**src/rtl/dd_pkg.sv**
```systemverilog
package dd_pkg;
  localparam int DESC_WORDS = 7;
  localparam int W_LINK = 0;
  localparam int W_CTL0 = 1;
  localparam int W_CTL1 = 2;
  localparam int W_SRC  = 3;
  localparam int W_DST  = 4;
  localparam int W_LEN  = 5;
  localparam int W_KEY  = 6;

  localparam int C0_IRQ = 0;
  localparam int C0_DEC = 1;
  localparam logic [31:0] OP_MASK = 32'h0000_3B60;

  localparam int G_STAT   = 'h10;
  localparam int G_CLR    = 'h18;
  localparam int G_EN     = 'h20;
  localparam int CH_BASE  = 'h100;
  localparam int CH_STRIDE = 'h40;
  localparam logic [5:0] OFF_PTR  = 6'h00;
  localparam logic [5:0] OFF_SEM  = 6'h10;
  localparam logic [5:0] OFF_CST  = 6'h20;
  localparam logic [5:0] OFF_CCLR = 6'h28;

  typedef enum logic [2:0] {
    SQ_IDLE, SQ_FETCH, SQ_START, SQ_WAIT, SQ_RET
  } seq_state_t;

  function automatic logic [31:0] word_addr(logic [31:0] base, logic [2:0] idx);
    return base + {27'd0, idx, 2'b00};
  endfunction
endpackage

```
**src/rtl/dd_sem.sv**
```systemverilog
module dd_sem #(
  parameter int W = 8
) (
  input  logic         clk,
  input  logic         rst_n,
  input  logic [W-1:0] inc,
  input  logic         dec,
  input  logic         clr,
  output logic [W-1:0] val,
  output logic [W-1:0] nxt
);
  localparam logic [W:0] TOP = {1'b0, {W{1'b1}}};

  function automatic logic [W-1:0] step(logic [W-1:0] cur, logic [W-1:0] add,
                                        logic take, logic wipe);
    logic [W:0] s;
    s = (wipe ? '0 : {1'b0, cur}) + {1'b0, add};
    if (take && !wipe && s != '0) s = s - 1'b1;
    if (s > TOP) s = TOP;
    return s[W-1:0];
  endfunction

  logic [W-1:0] val_q;
  assign nxt = step(val_q, inc, dec, clr);
  assign val = val_q;

  always_ff @(posedge clk) begin
    if (!rst_n) val_q <= '0;
    else        val_q <= nxt;
  end
endmodule

```
**src/rtl/dd_arb.sv**
```systemverilog
module dd_arb #(
  parameter int N = 4
) (
  input  logic [N-1:0] req,
  output logic [N-1:0] gnt,
  output logic         any
);
  // isolate the lowest set bit: channel 0 has top priority
  assign gnt = req & (~req + 1'b1);
  assign any = |req;
endmodule

```
**src/rtl/dd_seq.sv**
```systemverilog
module dd_seq
  import dd_pkg::*;
#(
  parameter int NCH  = 4,
  parameter int ERRW = 8
) (
  input  logic            clk,
  input  logic            rst_n,
  input  logic [NCH-1:0]  gnt,
  input  logic            gnt_any,
  input  logic [31:0]     gnt_ptr,
  output logic            mem_req,
  output logic [31:0]     mem_addr,
  input  logic            mem_vld,
  input  logic [31:0]     mem_data,
  output logic            eng_start,
  output logic [31:0]     eng_ctrl0,
  output logic [31:0]     eng_ctrl1,
  output logic [31:0]     eng_src,
  output logic [31:0]     eng_dst,
  output logic [31:0]     eng_len,
  output logic [31:0]     eng_key,
  input  logic            eng_done,
  input  logic [ERRW-1:0] eng_err,
  output logic [NCH-1:0]  act_oh,
  output logic            grant_fire,
  output logic            ret_fire,
  output logic            ret_dec,
  output logic            ret_irq,
  output logic [ERRW-1:0] ret_err,
  output logic [31:0]     ret_link
);
  localparam logic [2:0] LAST = 3'(DESC_WORDS - 1);

  seq_state_t      st_q;
  logic [2:0]      widx_q;
  logic [31:0]     base_q;
  logic [31:0]     dw_q [DESC_WORDS];
  logic [NCH-1:0]  act_q;
  logic [ERRW-1:0] err_q;

  always_ff @(posedge clk) begin
    if (!rst_n) begin
      st_q   <= SQ_IDLE;
      widx_q <= '0;
      base_q <= '0;
      act_q  <= '0;
      err_q  <= '0;
      for (int i = 0; i < DESC_WORDS; i++) dw_q[i] <= '0;
    end else begin
      unique case (st_q)
        SQ_IDLE: if (gnt_any) begin
          act_q  <= gnt;
          base_q <= gnt_ptr;
          widx_q <= '0;
          st_q   <= SQ_FETCH;
        end
        SQ_FETCH: if (mem_vld) begin
          dw_q[widx_q] <= mem_data;
          if (widx_q == LAST) st_q <= SQ_START;
          else                widx_q <= widx_q + 1'b1;
        end
        SQ_START: st_q <= SQ_WAIT;
        SQ_WAIT: if (eng_done) begin
          err_q <= eng_err;
          st_q  <= SQ_RET;
        end
        SQ_RET: begin
          act_q <= '0;
          st_q  <= SQ_IDLE;
        end
        default: st_q <= SQ_IDLE;
      endcase
    end
  end

  assign mem_req    = (st_q == SQ_FETCH);
  assign mem_addr   = word_addr(base_q, widx_q);
  assign eng_start  = (st_q == SQ_START);
  assign eng_ctrl0  = dw_q[W_CTL0] & OP_MASK;
  assign eng_ctrl1  = dw_q[W_CTL1];
  assign eng_src    = dw_q[W_SRC];
  assign eng_dst    = dw_q[W_DST];
  assign eng_len    = dw_q[W_LEN];
  assign eng_key    = dw_q[W_KEY];
  assign act_oh     = act_q;
  assign grant_fire = (st_q == SQ_IDLE) && gnt_any;
  assign ret_fire   = (st_q == SQ_RET);
  assign ret_dec    = dw_q[W_CTL0][C0_DEC];
  assign ret_irq    = dw_q[W_CTL0][C0_IRQ];
  assign ret_err    = err_q;
  assign ret_link   = dw_q[W_LINK];
endmodule

```
**src/rtl/desc_dispatch.sv**
```systemverilog
module desc_dispatch
  import dd_pkg::*;
#(
  parameter int NCH  = 4,
  parameter int SEMW = 8,
  parameter int AW   = 12,
  parameter int ERRW = 8
) (
  input  logic            clk,
  input  logic            rst_n,
  input  logic            reg_wr,
  input  logic [AW-1:0]   reg_addr,
  input  logic [31:0]     reg_wdata,
  output logic [31:0]     reg_rdata,
  output logic            mem_req,
  output logic [31:0]     mem_addr,
  input  logic            mem_vld,
  input  logic [31:0]     mem_data,
  output logic            eng_start,
  output logic [31:0]     eng_ctrl0,
  output logic [31:0]     eng_ctrl1,
  output logic [31:0]     eng_src,
  output logic [31:0]     eng_dst,
  output logic [31:0]     eng_len,
  output logic [31:0]     eng_key,
  input  logic            eng_done,
  input  logic [ERRW-1:0] eng_err,
  output logic            irq
);
  localparam int SELW = AW - 6;

  // register decode
  logic [AW-1:0]   rel;
  logic [SELW-1:0] ch_sel;
  logic [5:0]      ch_off;
  logic            in_ch;
  assign rel    = reg_addr - AW'(CH_BASE);
  assign ch_sel = rel[AW-1:6];
  assign ch_off = reg_addr[5:0];
  assign in_ch  = (reg_addr >= AW'(CH_BASE)) && (rel < AW'(NCH * CH_STRIDE));

  logic wr_gclr, wr_en;
  assign wr_gclr = reg_wr && (reg_addr == AW'(G_CLR));
  assign wr_en   = reg_wr && (reg_addr == AW'(G_EN));

  // channel state
  logic [NCH-1:0]  en_q, gstat_q, ready, gnt, hit, irq_set;
  logic            gnt_any;
  logic [31:0]     cmdptr_q [NCH];
  logic [ERRW-1:0] chst_q   [NCH];
  logic [SEMW-1:0] sem_v    [NCH];
  logic [SEMW-1:0] sem_nx   [NCH];
  logic [31:0]     gnt_ptr;

  // sequencer events
  logic [NCH-1:0]  act_oh;
  logic            grant_fire, ret_fire, ret_dec, ret_irq, ret_bad;
  logic [ERRW-1:0] ret_err;
  logic [31:0]     ret_link;
  assign ret_bad = (ret_err != '0);

  for (genvar c = 0; c < NCH; c++) begin : g_ch
    logic sel, wr_ptr, wr_sem, wr_cclr;
    assign sel     = reg_wr && in_ch && (ch_sel == SELW'(c));
    assign wr_ptr  = sel && (ch_off == OFF_PTR);
    assign wr_sem  = sel && (ch_off == OFF_SEM);
    assign wr_cclr = sel && (ch_off == OFF_CCLR);
    assign hit[c]     = ret_fire && act_oh[c];
    assign irq_set[c] = hit[c] && (ret_irq || ret_bad);
    assign ready[c]   = en_q[c] && (sem_v[c] != '0);

    dd_sem #(.W(SEMW)) u_sem (
      .clk (clk),
      .rst_n (rst_n),
      .inc (wr_sem ? reg_wdata[SEMW-1:0] : '0),
      .dec (hit[c] && ret_dec),
      .clr (hit[c] && ret_bad),
      .val (sem_v[c]),
      .nxt (sem_nx[c])
    );

    always_ff @(posedge clk) begin
      if (!rst_n) begin
        cmdptr_q[c] <= '0;
        chst_q[c]   <= '0;
      end else begin
        if (hit[c] && !ret_bad && ret_link != '0 && sem_nx[c] != '0)
          cmdptr_q[c] <= ret_link;
        else if (wr_ptr)
          cmdptr_q[c] <= reg_wdata;
        if (hit[c] && ret_bad)
          chst_q[c] <= ret_err;
        else if (wr_cclr)
          chst_q[c] <= chst_q[c] & ~reg_wdata[ERRW-1:0];
      end
    end
  end

  always_ff @(posedge clk) begin
    if (!rst_n) begin
      en_q    <= '0;
      gstat_q <= '0;
    end else begin
      if (wr_en) en_q <= reg_wdata[NCH-1:0];
      gstat_q <= (gstat_q & ~(wr_gclr ? reg_wdata[NCH-1:0] : '0)) | irq_set;
    end
  end

  assign irq = |gstat_q;

  dd_arb #(.N(NCH)) u_arb (
    .req (ready),
    .gnt (gnt),
    .any (gnt_any)
  );

  always_comb begin
    gnt_ptr = '0;
    for (int c = 0; c < NCH; c++)
      gnt_ptr = gnt_ptr | ({32{gnt[c]}} & cmdptr_q[c]);
  end

  dd_seq #(.NCH(NCH), .ERRW(ERRW)) u_seq (
    .clk (clk),
    .rst_n (rst_n),
    .gnt (gnt),
    .gnt_any (gnt_any),
    .gnt_ptr (gnt_ptr),
    .mem_req (mem_req),
    .mem_addr (mem_addr),
    .mem_vld (mem_vld),
    .mem_data (mem_data),
    .eng_start (eng_start),
    .eng_ctrl0 (eng_ctrl0),
    .eng_ctrl1 (eng_ctrl1),
    .eng_src (eng_src),
    .eng_dst (eng_dst),
    .eng_len (eng_len),
    .eng_key (eng_key),
    .eng_done (eng_done),
    .eng_err (eng_err),
    .act_oh (act_oh),
    .grant_fire (grant_fire),
    .ret_fire (ret_fire),
    .ret_dec (ret_dec),
    .ret_irq (ret_irq),
    .ret_err (ret_err),
    .ret_link (ret_link)
  );

  // register read
  always_comb begin
    reg_rdata = '0;
    if (reg_addr == AW'(G_STAT)) reg_rdata = 32'(gstat_q);
    if (reg_addr == AW'(G_EN))   reg_rdata = 32'(en_q);
    if (in_ch) begin
      for (int c = 0; c < NCH; c++) begin
        if (ch_sel == SELW'(c)) begin
          case (ch_off)
            OFF_PTR:           reg_rdata = cmdptr_q[c];
            OFF_SEM:           reg_rdata = 32'(sem_v[c]);
            OFF_CST, OFF_CCLR: reg_rdata = 32'(chst_q[c]);
            default:           reg_rdata = '0;
          endcase
        end
      end
    end
  end
endmodule

```
**config.mk**
```make
export PLATFORM = sky130hd
export DESIGN_NAME = desc_dispatch
export DESIGN_NICKNAME = d
export VERILOG_FILES = /design/src/rtl/dd_pkg.sv /design/src/rtl/dd_sem.sv /design/src/rtl/dd_arb.sv /design/src/rtl/dd_seq.sv /design/src/rtl/desc_dispatch.sv
export SDC_FILE = /design/constraint.sdc
export NUM_CORES = 1
export LEC_CHECK = 0
export BUFFER_PORTS_ARGS = -buffer_cell sky130_fd_sc_hd__buf_2
export CAP_MARGIN = 30
export CORE_UTILIZATION = 53
export DETAILED_ROUTE_END_ITERATION = 12
export GPL_TIMING_DRIVEN = 0
export PLACE_DENSITY = 0.79
export SYNTH_ARGS = -nofsm -noshare
export SYNTH_HDL_FRONTEND = slang
export SYNTH_SLANG_ARGS = --single-unit
```
**constraint.sdc**
```tcl
create_clock -name clk -period 8.37 [get_ports clk]
set_clock_uncertainty 0.15 [all_clocks]
set_input_delay 2.0925 -clock clk [delete_from_list [all_inputs] [get_ports clk]]
set_output_delay 2.0925 -clock clk [all_outputs]
set_load 0.02 [all_outputs]
```
==> results <==
- The leading cell type in the layout, fill and taps excluded is sky130_fd_sc_hd__nand2_1.
- Synthesis produced 2466 cells.
- The routability-driven placement congestion ratio is 0.984.
- The peak supply drop is 0.193 mV.
- The insertion delay of the later-clocked pin in the worst-skew pair is 0.61 ns.
- The count of final max-slew check failures came to 0.
- Once layout is done, the placed cells without fillers occupy 28700 µm².
- In the post-synthesis netlist, the biggest area contributors are sky130_fd_sc_hd__edfxtp_1 (40%), sky130_fd_sc_hd__dfxtp_1 (10%), sky130_fd_sc_hd__mux2i_1 (5.7%), sky130_fd_sc_hd__nand2_1 (5.5%), sky130_fd_sc_hd__nor2_1 (5.2%).
- During placement, the flow inserted port buffers numbering 317.
- Entering global routing, the biggest net connects 33 pins.
- The placed wire-length estimate after detailed placement is 65200 µm.
- Summed over all layers, the global routing overflow is 0.
- Summed over all cells, the static leakage comes to 11.4 nW.
- At the worst endpoint, the required time is 8.42 ns.
- The cell area after technology mapping is 24400 µm².
- STA classifies the critical path startpoint as an input port.
- The first routing iteration left 2616 violations.
- The number of antenna violations at the first check in global routing is 3.
- After detailed routing, the number of remaining DRC violations is 0.
- The terminus of the critical flop-to-flop path is cmdptr_q[2][10].
- The startpoint of the most critical setup path is reg_addr[11].
- The flow ran to the end, and the final reports show no timing, DRC or antenna violations.
- The global-route wire length before repair is 128000 µm.
- The minimum period implied by the final worst setup slack is 7.90 ns.
- The number of buffers added for setup after CTS is 0.
- In the synthesized netlist the dominant register cell turns out to be sky130_fd_sc_hd__edfxtp_1.
- The via density per instance is 6.26.
- Once layout is complete, the utilization of the core stands at 63.0%.
- The total routing resource utilization after global routing is 36.3%.
- The aggregate routed wire length is 86800 µm.
- Dividing total power by cell area gives a power density of 172 nW/µm².
- The slew at the pin closest to its max-slew limit is 1.08 ns.
- The number of rows created at floorplan is 78.
- The maximum clock frequency is 127 MHz.
- The final route contains 22000 vias.
- The critical-path maximum fanout is 32.
- The non-filler instance count after layout is 3510.
- In this run, synthesis inferred 329 flip-flops with an integrated enable.
- Clock tree synthesis selected as its root buffer the cell sky130_fd_sc_hd__clkbuf_16.
- Across all setup checks in the final design, the least slack found is 0.473 ns.
- The first-pass iteration count of the detailed router is 6.
- The placed instances occupy a cell area of 27100 µm².
- The number of routed nets with antenna violations is 0.
- The number of filler cells placed in the layout is 3756.
- Setup violations remaining at the end of the flow were counted as 0.
- The critical path is of the input port to flip-flop type.
- The area enclosed by the die boundary is 47000 µm².
- The final setup TNS is 0 ns.
- The termination of the worst setup path is cmdptr_q[2][10].
- The H-tree was split into 2 levels.
- The CTS tree is done.
- The Yosys warning count is 0.
- The final layout contains 3007 nets.
- The per-instance average area after synthesis is 9.91 µm².
- Summing the sequential cell areas from Yosys gives 50.4% of the chip area.
- CTS saw 451 sinks.
- The layout cell share with drive strength beyond 1 is 18.7%.
- In the layout the commonest cells are sky130_fd_sc_hd__nand2_1 (354), sky130_fd_sc_hd__nor2_1 (337), sky130_fd_sc_hd__buf_2 (330).
- The vertical die dimension is 217 µm.
- Setup repair after global routing left no endpoint under its margin.
- The routed length per instance is 24.7 µm.
- The number of instances in the placed design is 3418.
- The largest total area in the synthesized netlist belongs to sky130_fd_sc_hd__edfxtp_1.
- The fraction of synthesis flops using an asynchronous set or reset pin is 0%.
- Clock-pin slew was measured on the worst setup and hold paths at 0.06 ns.
- The number of global-route vias before repair was 21200.
- Headroom to the max-slew limit came out at 28.2%.
- The area fraction of the dominant cell type after synthesis is 40.4%.
- 348 I/O pins were placed.
- The number of cells on the worst reg-to-reg path is 16.
- In this run the worst hold path is classified as flip-flop to flip-flop.
- The post-placement setup slack is -0.323 ns.
- The worst hold slack after final layout is 0.308 ns.
- No sink is reached through more buffers than the 3 on the longest clock path.
- Yosys mapped the design onto 103 distinct sky130hd cell types.
- The area of the core is 45500 µm².
- The number of clock buffers added by TritonCTS is 47.
- The final hold violation count came to 0.
- The layout-stage area growth over the synthesis result is 17.2%.
- For this configuration, the core starts out at a cell density of 53.8%.
- The critical register-to-register path startpoint is u_seq.ret_err[4].
- In this run the horizontal extent of the chip is 217 µm.
- For the worst setup path, the data arrival time is 7.95 ns.
- The part of the cycle the worst path needs is 94.3%.
- The number of register bits inferred by synthesis is 451.
- The endpoint kind of the worst setup timing path is a flip-flop.
- The tool flagged a number of max-cap violations equal to 0.
- Total power for the finished layout comes to 4.94 mW.
- The flop-to-flop setup slack is 2.12 ns.
==> cells in the mapped netlist, types with 13 or more instances <==
cell                          n
sky130_fd_sc_hd__o2bb2ai_1   13
sky130_fd_sc_hd__a211oi_1    42
sky130_fd_sc_hd__a22oi_1     33
sky130_fd_sc_hd__o32ai_1     33
sky130_fd_sc_hd__ha_1        45
sky130_fd_sc_hd__inv_1      110
sky130_fd_sc_hd__o21ai_0     34
sky130_fd_sc_hd__and2_1      60
sky130_fd_sc_hd__o22ai_1     19
sky130_fd_sc_hd__xor2_1      22
sky130_fd_sc_hd__nand3_1     45
sky130_fd_sc_hd__o21a_1      13
sky130_fd_sc_hd__mux2i_1    139
sky130_fd_sc_hd__mux2_2      17
sky130_fd_sc_hd__edfxtp_1   329
sky130_fd_sc_hd__nor3_1      38
sky130_fd_sc_hd__nor2_1     337
sky130_fd_sc_hd__dfxtp_1    122
sky130_fd_sc_hd__and3_1      22
sky130_fd_sc_hd__a21oi_1    125
sky130_fd_sc_hd__nand2_1    355
sky130_fd_sc_hd__a221oi_1    48
sky130_fd_sc_hd__nand4_1     13
sky130_fd_sc_hd__nor4_1      22
sky130_fd_sc_hd__buf_4       30
sky130_fd_sc_hd__clkbuf_1   117
sky130_fd_sc_hd__xnor2_1     44
sky130_fd_sc_hd__o221ai_1    24
==> how the worst min path moves through the flow <==
stage	depth (start not counted)	end	startpoint	slack (ns)
finish	2	u_seq.dw_q[6][28]	u_seq.dw_q[6][28]	0.31
global route	2	u_seq.dw_q[6][16]	u_seq.dw_q[6][16]	0.32
CTS	2	u_seq.dw_q[6][28]	u_seq.dw_q[6][28]	0.31
detailed placement	2	u_seq.dw_q[6][28]	u_seq.dw_q[6][28]	0.30
global placement	2	u_seq.dw_q[6][25]	u_seq.dw_q[6][25]	0.29
floorplan	2	en_q[0]	en_q[0]	0.30
==> area by class of cell <==
cell class | instances | area (µm²) | share of cell area [%]
well taps | 600 | 751 | 2.62
diodes | 3 | 7.51 | 0.0262
multi-input cells | 1756 | 11000 | 38.4
repair buffers | 329 | 1740 | 6.06
inverters | 110 | 413 | 1.44
clock buffers | 57 | 1250 | 4.38
clock inverters | 31 | 312 | 1.09
flip-flops and latches | 451 | 12300 | 43.0
plain buffers | 173 | 842 | 2.94
==> flip-flops by register name, summed over array words and instances (netlist names) <==
| name | count |
|---|---|
| u_seq.ret_err | 8 |
| u_seq.dw_q | 201 |
| g_ch.u_sem.val | 32 |
| en_q | 4 |
| cmdptr_q | 128 |
| u_seq.base_q | 32 |
| u_seq.widx_q | 3 |
| u_seq.act_oh | 4 |
| chst_q | 32 |
| u_seq.st_q | 3 |
| gstat_q | 4 |
==> layer usage <==
| layer | up-vias | wire [µm] | track usage (%) |
|---|---|---|---|
| met2 | 1514 | 39600 | 57.2 |
| met4 | 2 | 3660 | 16.0 |
| met1 | 10500 | 32100 | 46.6 |
| met3 | 248 | 11400 | 10.2 |
| li1 | 9696 | - | - |
| met5 | - | 18 | 0 |
==> report_power, final <==
part	switching, mW	total, mW	internal, mW
sequential	0.0346	2.49	2.45
clock	0.961	2.17	1.21
combinational	0.205	0.286	0.0816
total	1.20	4.94	3.74
==> cells by family after synthesis <==
logic type	count (synthesis)	share of synthesized area, %
xor gates and xnor gates	66	2.36
DFF	451	50.4
and+or+nand+nor	982	18.3
adders and majority gates	50	2.71
AOI/OAI and AO/OA	473	14.2
muxes	160	6.84
buffers and inverters	283	5.13
other	1	0.0153
==> repair_timing <==
item / 4_1_cts / 5_1_grt
resized for setup: 0 / 2
hold buffers: 0 / 0
endpoints found under the setup margin: 0 / 64
==> critical path, cell delays in order <==
cell and delay, ns:
sky130_fd_sc_hd__buf_2 0.09, sky130_fd_sc_hd__nor3_1 0.45, sky130_fd_sc_hd__and2_1 0.20, sky130_fd_sc_hd__clkbuf_1 0.47, sky130_fd_sc_hd__nand2_1 0.33, sky130_fd_sc_hd__nor3_1 0.50, sky130_fd_sc_hd__and2_1 0.21, sky130_fd_sc_hd__ha_1 0.30
sky130_fd_sc_hd__a211oi_1 0.39, sky130_fd_sc_hd__o21ai_0 0.16, sky130_fd_sc_hd__a31oi_1 0.39, sky130_fd_sc_hd__nand3_1 0.21, sky130_fd_sc_hd__a211oi_2 0.39, sky130_fd_sc_hd__o211ai_1 0.22, sky130_fd_sc_hd__a211oi_1 0.31, sky130_fd_sc_hd__a31oi_2 0.28
sky130_fd_sc_hd__or3_2 0.95
Power figures use the tool's default switching activity.
